==> config.mk <==
export PLATFORM = sky130hd
export DESIGN_NAME = sync_delay_line
export DESIGN_NICKNAME = d
export VERILOG_FILES = /design/src/rtl/sdl_pkg.sv /design/src/rtl/sdl_arm.sv /design/src/rtl/sdl_freeze.sv /design/src/rtl/sdl_shift.sv /design/src/rtl/sync_delay_line.sv
export SDC_FILE = /design/constraint.sdc
export NUM_CORES = 1
export LEC_CHECK = 0
export BUFFER_PORTS_ARGS = -buffer_cell sky130_fd_sc_hd__buf_2
export CORE_UTILIZATION = 54
export DETAILED_ROUTE_END_ITERATION = 10
export PLACE_DENSITY = 0.81
export SLEW_MARGIN = 15
export SYNTH_ARGS = -nofsm -noshare
export SYNTH_HDL_FRONTEND = slang
export SYNTH_SLANG_ARGS = --single-unit
==> constraint.sdc <==
create_clock -name clk_i -period 1.2 [get_ports clk_i]
set_input_delay 0.06 -clock clk_i [delete_from_list [all_inputs] [get_ports clk_i]]
set_output_delay 0.06 -clock clk_i [all_outputs]
set_load 0.02 [all_outputs]
==> src/rtl/sdl_pkg.sv <==
package sdl_pkg;
  localparam int unsigned SDL_DEPTH_DEF = 8;
  localparam int unsigned SDL_WIDTH_DEF = 2;
endpackage

==> src/rtl/sdl_arm.sv <==
// Capture arm: the first edge after reset release only sets this flag.
module sdl_arm (
  input  logic clk_i,
  input  logic rst_ni,
  output logic arm_o
);
  always_ff @(posedge clk_i or negedge rst_ni) begin
    if (!rst_ni) arm_o <= 1'b0;
    else         arm_o <= 1'b1;
  end

  a_r4_arm_sets: assert property (@(posedge clk_i) disable iff (!rst_ni)
    !arm_o |=> arm_o);
endmodule

==> src/rtl/sdl_freeze.sv <==
// One register stage on the freeze control; its output gates shifting.
module sdl_freeze (
  input  logic clk_i,
  input  logic rst_ni,
  input  logic frz_i,
  output logic frz_q_o
);
  always_ff @(posedge clk_i or negedge rst_ni) begin
    if (!rst_ni) frz_q_o <= 1'b0;
    else         frz_q_o <= frz_i;
  end

  a_r6_freeze_registered: assert property (@(posedge clk_i) disable iff (!rst_ni)
    frz_i |=> frz_q_o);
  a_r7_release_registered: assert property (@(posedge clk_i) disable iff (!rst_ni)
    !frz_i |=> !frz_q_o);
endmodule

==> src/rtl/sdl_shift.sv <==
module sdl_shift #(
  parameter int unsigned DEPTH = sdl_pkg::SDL_DEPTH_DEF,
  parameter int unsigned WIDTH = sdl_pkg::SDL_WIDTH_DEF
) (
  input  logic             clk_i,
  input  logic             rst_ni,
  input  logic             en_i,
  input  logic [WIDTH-1:0] d_i,
  output logic [WIDTH-1:0] q_o
);
  localparam int unsigned LAST = DEPTH - 1;

  logic [WIDTH-1:0] stg_q [DEPTH];

  for (genvar i = 0; i < DEPTH; i++) begin : g_stg
    logic [WIDTH-1:0] nxt;
    if (i == 0) begin : g_head
      assign nxt = d_i;
    end else begin : g_body
      assign nxt = stg_q[i-1];
    end
    always_ff @(posedge clk_i or negedge rst_ni) begin
      if (!rst_ni)   stg_q[i] <= '1;
      else if (en_i) stg_q[i] <= nxt;
    end
  end

  assign q_o = stg_q[LAST];

  if (DEPTH > 1) begin : g_chk
    a_r1_advance: assert property (@(posedge clk_i) disable iff (!rst_ni)
      en_i |=> stg_q[LAST] == $past(stg_q[LAST-1]));
  end
  a_r6_hold_when_idle: assert property (@(posedge clk_i) disable iff (!rst_ni)
    !en_i |=> $stable(stg_q[0]));
endmodule

==> src/rtl/sync_delay_line.sv <==
module sync_delay_line #(
  parameter int unsigned DEPTH = sdl_pkg::SDL_DEPTH_DEF,
  parameter int unsigned WIDTH = sdl_pkg::SDL_WIDTH_DEF
) (
  input  logic             clk_i,
  input  logic             rst_ni,
  input  logic             frz_i,
  input  logic [WIDTH-1:0] sync_i,
  output logic [WIDTH-1:0] sync_o,
  output logic             oe_o
);
  logic arm_q;
  logic frz_q;
  logic shift_en;

  sdl_arm u_arm (
    .clk_i (clk_i),
    .rst_ni(rst_ni),
    .arm_o (arm_q)
  );

  sdl_freeze u_frz (
    .clk_i  (clk_i),
    .rst_ni (rst_ni),
    .frz_i  (frz_i),
    .frz_q_o(frz_q)
  );

  assign shift_en = arm_q & ~frz_q;

  sdl_shift #(.DEPTH(DEPTH), .WIDTH(WIDTH)) u_line (
    .clk_i (clk_i),
    .rst_ni(rst_ni),
    .en_i  (shift_en),
    .d_i   (sync_i),
    .q_o   (sync_o)
  );

  assign oe_o = ~frz_i;

  a_r4_high_until_armed: assert property (@(posedge clk_i) disable iff (!rst_ni)
    !arm_q |-> sync_o == '1);
  a_r6_output_held: assert property (@(posedge clk_i) disable iff (!rst_ni)
    frz_q |=> $stable(sync_o));
  a_r2_reset_value: assert property (@(negedge clk_i)
    !rst_ni |-> sync_o == '1);
endmodule

==> metrics.md <==
| Metric | Value |
|---|---|
| R2r setup slk | 0.05 ns |
| Internal power | 1446 µW |
| WS Path Type | flop to flop |
| Largest net degree at the start of global routing | 19 |
| Sink Count | 18 |
| Number of port buffers | 7 |
| Row cnt | 12 |
| XOR/XNOR Fraction of Synth Area | 0% |
| Post-synthesis area per instance | 18.99 µm² |
| Tot Pwr | 1904 µW |
| Number of global-route vias before repair | 375 |
| Worst hold slack | 0.2097 ns |
| Simple logic cell fraction of the synthesized area | 1.858% |
| Drt pass-1 iters | 2 |
| CTS root buf | clkbuf_4 |
| Clk buf depth | 2 |
| Worst Path Required | 1.42 ns |
| Top-area cell type share of the netlist area | 56.76% |
| Type of the worst min-delay path | primary input to asynchronous set/reset pin |
| Critical Path AT | 1.37 ns |
| Initial antenna violation count | 0 |
| Global-route wire length before repair | 1697 µm |
| Fmax | 872.0 MHz |
| Core Util, Final | 72.36% |
| Antenna Diode Count | 0 |
| Crit path cell chain | nor2b_4 > buf_12 > mux2_2 |
| Status | finished, final reports clean |
| Multiplexer share of the synthesized area | 29.39% |
| Drt total wl | 1073 µm |
| Synth unique cells | 9 |
| DIE HEIGHT | 39.04 µm |
| CP bufs+invs | 1 |
| Clock period minus worst slack | 1.147 ns |
| GRT overflow | 0 |
| CP endpoint kind | flop |
| Largest family of logic cells by synthesized area | multiplexers |
| Most area-consuming cells after synthesis | dfstp_2, mux2_4, mux2_2 |
| Clock power frac | 18.9% |
| DP Wirelength | 769.9 µm |
| Num CTS Buffers | 3 |
| Post-synthesis sequential area ratio | 63.51% |
| Final nets | 59 |
| Switching Fraction | 24.03% |
| Layout cell share with drive strength beyond 1 | 84.91% |
| Top delay family on crit path | flip-flops |
| Layout area overhead | 15.88% |
| Die area | 1524 µm² |
| Final ANT Viol Nets | 0 |
| RSZ-0062 raised after global routing | false |
| Compound-Gate Fraction of Synth Area | 0% |
| Crit-path slowest cell | dfrtp_1 |
| Adder-cell share of the synthesized area | 0% |
| Final setup skew | 0.003280 ns |
| Final GP Congestion | 0.6640 |
| Crit-path max FO | 16 |
| Initial DRC count | 2 |
| Placeable Area | 1186 µm² |
| Vias per cell | 5.104 |
| TritonCTS clock tree | yes |
| Crit share post-route | 95.57% |
| Cell Pwr Density | 2218 nW/µm² |
| Net Count, Synth | 44 |
| Htree depth | 1 |
| Number of I/O pins | 8 |
| # setup viols final | 0 |
| Setup_tns | 0 ns |
| Gate power share | 23.5% |
| Postcts setup bufs | 0 |
| DP Cell Count | 59 |
| Via count | 342 |
| Synth Instances | 39 |
| Skew-Pair Late Insertion Delay | 0.29 ns |
| Worst setup SP type | flop |
| Synthesized cell area | 740.7 µm² |
| Leakage | 0.0003802 µW |
| Sequential Power Share | 57.6% |
| Final non-filler cell total | 67 |
| Worst VDD drop | 1323 µV |
| Total GRT Usage | 18.32% |
| Worst path max stage delay | 0.41 ns |
| Yosys top cell by area | dfstp_2 |
| Net Sw Power | 457.4 µW |
| Final Hold Violating Endpoints | 0 |
| Slew Limit Fails | 0 |
| Die width | 39.04 µm |
| Maxcap violations | 0 |
| WL per Instance | 16.01 µm |
| Yosys warning total | 0 |
| Clk slew on worst S/H paths | 0.10 ns |
| Initial core utilization | 62.45% |
| Remaining DRCs | 0 |
| FF+latch count, synth | 18 |
==> state kept, by name, indices dropped and copies added, names as in the netlist <==
register / cells
u_arm.arm_o: 1
u_line.g_stg.nxt: 14
u_line.q_o: 2
u_frz.frz_q_o: 1
==> cell type report <==
type | count | area [µm²]
Multi-Input combinational cell | 18 | 235.2
Timing Repair Buffer | 12 | 95.09
Tap cell | 14 | 17.52
Fill cell | 66 | 327.8
Inverter | 1 | 3.754
Sequential cell | 18 | 470.5
Clock buffer | 4 | 36.28
==> per-stage QoR <==
stage / instance area (µm²) / worst slack [ns]
after global placement: 782.0 / 0.1224
final: 858.3 / 0.05315
after floorplan: 740.7 / 0.08996
after global routing: 858.3 / 0.004522
after CTS: 848.3 / 0.04507
after detailed placement: 782.0 / 0.05931
==> timing repair <==
item,CTS,global route
hold buffers,3,1
hold endpoints to repair,20,1
resized for setup,0,0
==> per-layer routing <==
metal  routed length [µm]  global-route usage (%)  vias up
met1                  473                   21.24      171
met5                    0                       0        -
met2                  549                   31.25       10
li1                     -                       -      159
met4                   19                   7.759        0
met3                   30                   5.202        2
==> power groups by stage <==
stage	Clock, µW	Combinational [µW]	Sequential (µW)
after floorplan	0	312	1100
after global placement	0	412	1070
after detailed placement	0	442	1100
after CTS	368	451	1100
after global routing	405	479	1120
final	360	447	1100
==> path summary, 6_finish.rpt <==
| check | from | end | cells past startpoint |
|---|---|---|---|
| min in group clk_i | frz_i | u_frz.frz_q_o | 2 |
| min | rst_ni | u_arm.arm_o | 2 |
| max | u_frz.frz_q_o | u_line.g_stg[4].nxt[0] | 3 |
| max reg2reg | u_frz.frz_q_o | u_line.g_stg[4].nxt[0] | 3 |
| min reg2reg | u_line.g_stg[7].nxt[0] | u_line.q_o[0] | 1 |
| max in group asynchronous | rst_ni | u_line.g_stg[2].nxt[0] | 2 |
==> cell usage after synthesis <==
master	n
buf_6	1
mux2_4	10
dfstp_2	16
buf_12	1
dfrtp_1	2
inv_1	1
conb_1	1
nor2b_4	1
mux2_2	6
==> layout by cell type (no fill, tap or decap), drive strengths merged <==
master	instances
dfstp	16
mux2	16
buf	8
dlygate4sd3	4
clkbuf	4
dfrtp	2
nor2b	1
inv	1
conb	1
==> worst reg2reg max path: cells and delay by family, from the launching register on <==
family / cells / cell delay [ns]
mux: 1 / 0.36
flops: 1 / 0.41
buf+inv: 1 / 0.17
simple gates: 1 / 0.14
==> cell families (layout without fill, tap and decap cells) <==
family	count (synthesis)	count (layout)
other cells	1	1
buf+inv	3	17
mux	16	16
flops	18	18
simple gates	1	1
Note: power is estimated with default switching activity, not from simulation.
